--- config.mk ---
export PLATFORM = sky130hd
export DESIGN_NAME = otg_handoff_ctrl
export DESIGN_NICKNAME = d
export VERILOG_FILES = /design/src/rtl/otg_handoff_pkg.sv /design/src/rtl/otg_release_filter.sv /design/src/rtl/otg_suspend_timer.sv /design/src/rtl/otg_role_fsm.sv /design/src/rtl/otg_handoff_ctrl.sv
export SDC_FILE = /design/constraint.sdc
export NUM_CORES = 1
export LEC_CHECK = 0
export BUFFER_PORTS_ARGS = -buffer_cell sky130_fd_sc_hd__buf_2
export CAP_MARGIN = 0
export CELL_PAD_IN_SITES_DETAIL_PLACEMENT = 0
export CELL_PAD_IN_SITES_GLOBAL_PLACEMENT = 1
export CORE_UTILIZATION = 35
export CTS_CLUSTER_SIZE = 14
export DETAILED_ROUTE_END_ITERATION = 6
export PLACE_DENSITY = 0.75
export RECOVER_POWER = 100
export SLEW_MARGIN = 20
export SYNTH_ARGS = -nofsm -noshare
export SYNTH_HDL_FRONTEND = slang
export SYNTH_SLANG_ARGS = --single-unit
--- constraint.sdc ---
create_clock -name clk -period 1.5 [get_ports clk]
set_input_delay 0.15 -clock clk [delete_from_list [all_inputs] [get_ports clk]]
set_output_delay 0.15 -clock clk [all_outputs]
set_load 0.01 [all_outputs]
--- src/rtl/otg_handoff_pkg.sv ---
package otg_handoff_pkg;
  typedef enum logic [2:0] {
    HS_IDLE   = 3'd0,
    HS_HOST   = 3'd1,
    HS_FEAT   = 3'd2,
    HS_SUSP   = 3'd3,
    HS_PERIPH = 3'd4,
    HS_HOLD   = 3'd5
  } hs_state_e;
endpackage

--- src/rtl/otg_release_filter.sv ---
module otg_release_filter #(
  parameter int FILTER_CYC = 4
) (
  input  logic clk,
  input  logic rst_n,
  input  logic en,
  input  logic dp_high,
  output logic released
);
  localparam int CW = $clog2(FILTER_CYC + 1);
  localparam logic [CW-1:0] FULL = CW'(FILTER_CYC);

  logic [CW-1:0] low_cnt;

  always_ff @(posedge clk) begin
    if (!rst_n || !en || dp_high) low_cnt <= '0;
    else if (low_cnt != FULL) low_cnt <= low_cnt + 1'b1;
  end

  assign released = (low_cnt == FULL);

  // a release can only be reported after a low sample taken while enabled
  AST_REL_NEEDS_LOW: assert property (@(posedge clk) disable iff (!rst_n)
    released |-> (!$past(dp_high) && $past(en)));
endmodule

--- src/rtl/otg_suspend_timer.sv ---
module otg_suspend_timer #(
  parameter int TIMEOUT_W = 8
) (
  input  logic                 clk,
  input  logic                 rst_n,
  input  logic                 en,
  input  logic                 tick,
  input  logic [TIMEOUT_W-1:0] limit,
  output logic                 expired
);
  logic [TIMEOUT_W-1:0] ms_cnt;

  always_ff @(posedge clk) begin
    if (!rst_n || !en) ms_cnt <= '0;
    else if (tick && (ms_cnt != '1)) ms_cnt <= ms_cnt + 1'b1;
  end

  assign expired = en && (ms_cnt >= limit);

  // the count only advances on a sampled tick
  AST_TIMER_TICK_ONLY: assert property (@(posedge clk) disable iff (!rst_n)
    ($past(en) && en && (ms_cnt != $past(ms_cnt))) |-> $past(tick));
endmodule

--- src/rtl/otg_role_fsm.sv ---
module otg_role_fsm
  import otg_handoff_pkg::*;
(
  input  logic      clk,
  input  logic      rst_n,
  input  logic      b_hnp_capable,
  input  logic      cmd_done,
  input  logic      dp_high,
  input  logic      session_end,
  input  logic      released,
  input  logic      expired,
  output hs_state_e state_q,
  output logic      susp_active,
  output logic      role_host,
  output logic      req_set_feature,
  output logic      req_suspend,
  output logic      req_resume
);
  hs_state_e nxt;

  always_comb begin
    nxt = state_q;
    case (state_q)
      HS_IDLE:   if (dp_high) nxt = HS_HOST;
      HS_HOST:   if (b_hnp_capable) nxt = HS_FEAT;
      HS_FEAT:   if (cmd_done) nxt = HS_SUSP;
      HS_SUSP: begin
        if (released) nxt = HS_PERIPH;
        else if (expired) nxt = HS_HOLD;
      end
      HS_PERIPH: nxt = HS_PERIPH;
      HS_HOLD:   nxt = HS_HOLD;
      default:   nxt = HS_IDLE;
    endcase
    if (session_end) nxt = HS_IDLE;
  end

  always_ff @(posedge clk) begin
    if (!rst_n) begin
      state_q         <= HS_HOST;
      role_host       <= 1'b1;
      req_set_feature <= 1'b0;
      req_suspend     <= 1'b0;
      req_resume      <= 1'b0;
    end else begin
      state_q         <= nxt;
      role_host       <= (nxt != HS_PERIPH);
      req_set_feature <= (state_q == HS_HOST) && (nxt == HS_FEAT);
      req_suspend     <= (state_q == HS_FEAT) && (nxt == HS_SUSP);
      req_resume      <= (state_q == HS_SUSP) && (nxt == HS_HOLD);
    end
  end

  assign susp_active = (state_q == HS_SUSP);

  AST_ROLE_WITH_STATE: assert property (@(posedge clk) disable iff (!rst_n)
    (role_host != $past(role_host)) |-> (state_q != $past(state_q)));
  AST_PERIPH_FROM_SUSP: assert property (@(posedge clk) disable iff (!rst_n)
    ((state_q == HS_PERIPH) && ($past(state_q) != HS_PERIPH)) |-> ($past(state_q) == HS_SUSP));
  AST_FEAT_NEEDS_CAP: assert property (@(posedge clk) disable iff (!rst_n)
    req_set_feature |-> $past(b_hnp_capable));
  AST_SESSION_IDLE: assert property (@(posedge clk) disable iff (!rst_n)
    $past(session_end) |-> (state_q == HS_IDLE));
  AST_ONE_REQUEST: assert property (@(posedge clk) disable iff (!rst_n)
    $onehot0({req_set_feature, req_suspend, req_resume}));
endmodule

--- src/rtl/otg_handoff_ctrl.sv ---
module otg_handoff_ctrl
  import otg_handoff_pkg::*;
#(
  parameter int FILTER_CYC = 4,
  parameter int TIMEOUT_W  = 8
) (
  input  logic                 clk,
  input  logic                 rst_n,
  input  logic                 b_hnp_capable,
  input  logic                 cmd_done,
  input  logic                 dp_high,
  input  logic                 ms_tick,
  input  logic                 session_end,
  input  logic [TIMEOUT_W-1:0] timeout_ms,
  output logic                 role_host,
  output logic [2:0]           hs_state,
  output logic                 req_set_feature,
  output logic                 req_suspend,
  output logic                 req_resume
);
  hs_state_e state_q;
  logic      susp_active;
  logic      released;
  logic      expired;

  otg_release_filter #(.FILTER_CYC(FILTER_CYC)) u_filter (
    .clk      (clk),
    .rst_n    (rst_n),
    .en       (susp_active),
    .dp_high  (dp_high),
    .released (released)
  );

  otg_suspend_timer #(.TIMEOUT_W(TIMEOUT_W)) u_timer (
    .clk     (clk),
    .rst_n   (rst_n),
    .en      (susp_active),
    .tick    (ms_tick),
    .limit   (timeout_ms),
    .expired (expired)
  );

  otg_role_fsm u_fsm (
    .clk             (clk),
    .rst_n           (rst_n),
    .b_hnp_capable   (b_hnp_capable),
    .cmd_done        (cmd_done),
    .dp_high         (dp_high),
    .session_end     (session_end),
    .released        (released),
    .expired         (expired),
    .state_q         (state_q),
    .susp_active     (susp_active),
    .role_host       (role_host),
    .req_set_feature (req_set_feature),
    .req_suspend     (req_suspend),
    .req_resume      (req_resume)
  );

  assign hs_state = state_q;

  AST_PERIPH_ROLE: assert property (@(posedge clk) disable iff (!rst_n)
    (state_q == HS_PERIPH) |-> !role_host);
endmodule

==> flow_metrics.env <==
export IMPL_run_status="complete, but fails checks"
export IMPL_violations="setup timing"
export IMPL_antenna_found_initial=0
export IMPL_synth_edff_count=0
export IMPL_period_needed_ns=1.67
export IMPL_postSynthNetCount=141
export IMPL_synth_area_per_cell_um2=8.97
export IMPL_synth_async_sr_flop_share_pct=0
export IMPL_switchingPower_uw=219
export IMPL_htree_num_levels=1
export IMPL_synth_top_area_share_pct=35.0
export IMPL_worstSetupStartpointType="flip-flop"
export IMPL_cts_buffers=3
export IMPL_ys_flop_type="sky130_fd_sc_hd__dfxtp_1"
export IMPL_core_area_mm2=0.00278
export IMPL_final_power_uw=908
export IMPL_placed_cells_incl_taps=183
export IMPL_worst_endpoint_required_ns=1.70
export IMPL_most_common_layout_cells="sky130_fd_sc_hd__buf_4, sky130_fd_sc_hd__buf_2, sky130_fd_sc_hd__dfxtp_1"
export IMPL_initial_utilization_pct=37.1
export IMPL_cts_num_sinks=18
export IMPL_post_synth_instance_area_mm2=0.00103
export IMPL_power_frac_comb_pct=13.2
export IMPL_critical_path_top_delay_family="simple AND/OR/NAND/NOR gates"
export IMPL_instances_no_fill=189
export IMPL_ys_top_cells_by_area="sky130_fd_sc_hd__dfxtp_1, sky130_fd_sc_hd__ha_1, sky130_fd_sc_hd__inv_1"
export IMPL_gr_total_overflow=0
export IMPL_timing_slew_headroom_pct=78.7
export IMPL_chip_width_um=56.3
export IMPL_power_share_of_the_sequential_group_pct=53.6
export IMPL_area_delta_synth_final_pct=43.3
export IMPL_clkSlewWorstSetupHoldPaths_ns=0.11
export IMPL_design_final_nets=185
export IMPL_crit_type="reg2reg"
export IMPL_worst_margin_slew_ns=0.318
export IMPL_post_synth_num_cell_types=41
export IMPL_layout_setup_ws_ns=-0.173
export IMPL_number_of_failing_hold_endpoints_at_the_final_stage=0
export IMPL_totalWireLength_mm=2.34
export IMPL_vdd_ir_drop_worst_mv=0.539
export IMPL_drcViolationCount=0
export IMPL_area_of_the_die_mm2=0.00317
export IMPL_slew_viol_final=0
export IMPL_clock_fmax_ghz=0.598
export IMPL_drive_gt1_share_pct=38.6
export IMPL_synthDominantAreaCellType="sky130_fd_sc_hd__dfxtp_1"
export IMPL_die_y_um=56.3
export IMPL_clock_tree_root_cell="sky130_fd_sc_hd__clkbuf_4"
export IMPL_drv_cap=0
export IMPL_port_buffers=21
export IMPL_largest_net_degree_at_the_start_of_global_routing=11
export IMPL_drt_pass1_iter_count=4
export IMPL_first_iter_violations=22
export IMPL_p_leak_uw=0.000601
export IMPL_first_global_vias=993
export IMPL_yosysWarningCount=0
export IMPL_post_synth_inst_count=115
export IMPL_cp_end_kind="flip-flop"
export IMPL_crit_arrival_ns=1.88
export IMPL_insertion_delay_to_the_later_sink_of_the_worst_skew_pair_ns=0.29
export IMPL_groute_usage_overall_pct=15.9
export IMPL_timing_critical_path_buf_inv=0
export IMPL_post_drt_wl_per_cell_um=12.4
export IMPL_power_frac_clock_pct=33.2
export IMPL_grt_setup_unrepaired="yes"
export IMPL_final_period_utilization_pct=112
export IMPL_cellPowerDensity_mw_per_mm2=615
export IMPL_switching_share_pct=24.1
export IMPL_critical_path_max_stage_delay_ns=0.40
export IMPL_place_detailed_hpwl_mm=1.79
export IMPL_number_of_rows_in_the_core_area=19
export IMPL_detailed_route_via_count=989
export IMPL_postSynthRegisterBits=18
export IMPL_synth_seq_area_share_pct=35.0
export IMPL_antenna_cells_inserted=0
export IMPL_layout_cells_most_common="sky130_fd_sc_hd__buf_4"
export IMPL_final_setup_tns_ns=-0.401
export IMPL_crit_path_max_fanout=3
export IMPL_routabilityCongestion=0.752
export IMPL_max_buffers_root_to_sink=2
export IMPL_cp_slowest_cell="sky130_fd_sc_hd__or3_4"
export IMPL_ios=22
export IMPL_timing_hold_worst_class="in2reg"
export IMPL_finalSetupViolCount=3
export IMPL_tritoncts="yes"
export IMPL_cp_cell_sequence="ha_4, and4_4, o21ai_2, or3_4, a2111oi_4"
export IMPL_vias_per_cell=5.23
export IMPL_route_antenna_remaining_nets=0
export IMPL_clock_skew_final_ns=0.00517
export IMPL_internal_power_uw=690
export IMPL_first_pass_grt_wire_length_mm=3.94
==> registers in the layout (all words and copies together), names as in the netlist <==
name,flops
u_filter.low_cnt,3
u_fsm.req_resume,1
u_fsm.req_set_feature,1
u_fsm.req_suspend,1
u_fsm.role_host,1
u_fsm.state_q,3
u_timer.ms_cnt,8
==> power groups by stage <==
stage	logic, uW	registers [uW]	clock network [uW]
finish	120	487	302
global route	134	488	337
CTS	111	489	319
detailed placement	104	500	0
global placement	103	499	0
floorplan	60.4	499	0
==> logic make-up after synthesis <==
group / count (synthesis) / share of synthesized area (%)
AOI/OAI and AO/OA: 27 / 18.8
xor gates and xnor gates: 5 / 4.25
adders and majority gates: 11 / 13.3
buffers and inverters: 14 / 6.19
DFF: 18 / 35.0
muxes: 2 / 1.94
and+or+nand+nor: 38 / 20.5
==> metal layers <==
layer / vias up / wire length, um / track usage [%]
li1: 508 / - / -
met1: 464 / 1050 / 17.5
met2: 15 / 1200 / 28.1
met3: 2 / 66 / 5.30
met4: 0 / 17 / 5.92
met5: - / 0 / 0
==> layout make-up <==
| cell class | instances | area [um^2] |
|---|---|---|
| multi-input cells | 83 | 741 |
| clock buffers | 4 | 36.3 |
| flip-flops and latches | 18 | 369 |
| fillers | 275 | 1300 |
| well taps | 31 | 38.8 |
| repair buffers | 42 | 251 |
| inverters | 11 | 41.3 |
==> final timing paths <==
| check | start | slack (ns) | to | depth (start not counted) |
|---|---|---|---|---|
| worst max register to register | u_timer.ms_cnt[6] | -0.17 | u_fsm.req_resume | 5 |
| worst min register to register | u_fsm.state_q[1] | 0.54 | u_fsm.state_q[1] | 1 |
| worst max-delay path | u_timer.ms_cnt[6] | -0.17 | u_fsm.req_resume | 5 |
| worst min-delay path | rst_n | 0.04 | u_fsm.state_q[0] | 2 |
==> metrics by stage <==
step / cell area, um^2 / hold slack, ns / worst slack, ns / util (%)
4_1_cts: 1430 / 0.0162 / -0.159 / 51.3
3_3_place_gp: 1340 / 0.355 / -0.100 / 48.2
6_report: 1480 / 0.0362 / -0.173 / 53.1
3_5_place_dp: 1340 / 0.346 / -0.173 / 48.2
2_1_floorplan: 1080 / 0.212 / -0.0658 / -
5_1_grt: 1480 / 0.0321 / -0.237 / 53.1
==> synthesized netlist by cell type (3+ instances only) <==
cell / number
sky130_fd_sc_hd__a21oi_1: 4
sky130_fd_sc_hd__dfxtp_1: 18
sky130_fd_sc_hd__ha_1: 11
sky130_fd_sc_hd__inv_1: 11
sky130_fd_sc_hd__nand2_1: 5
sky130_fd_sc_hd__nand3_1: 4
sky130_fd_sc_hd__nor2_1: 7
sky130_fd_sc_hd__nor3_1: 5
sky130_fd_sc_hd__o21ai_0: 4
sky130_fd_sc_hd__o21ai_1: 3
sky130_fd_sc_hd__xnor2_1: 3
==> repair_timing <==
| item | 4_1_cts | 5_1_grt |
|---|---|---|
| hold buffers | 0 | 0 |
| hold endpoints to repair | 0 | 0 |
| resized for setup | 10 | 10 |
| cloned | 0 | 0 |
| setup endpoints to repair | 5 | 7 |
| setup buffers | 0 | 2 |
| pin swaps | 4 | 3 |
Power figures use the tool's default switching activity.
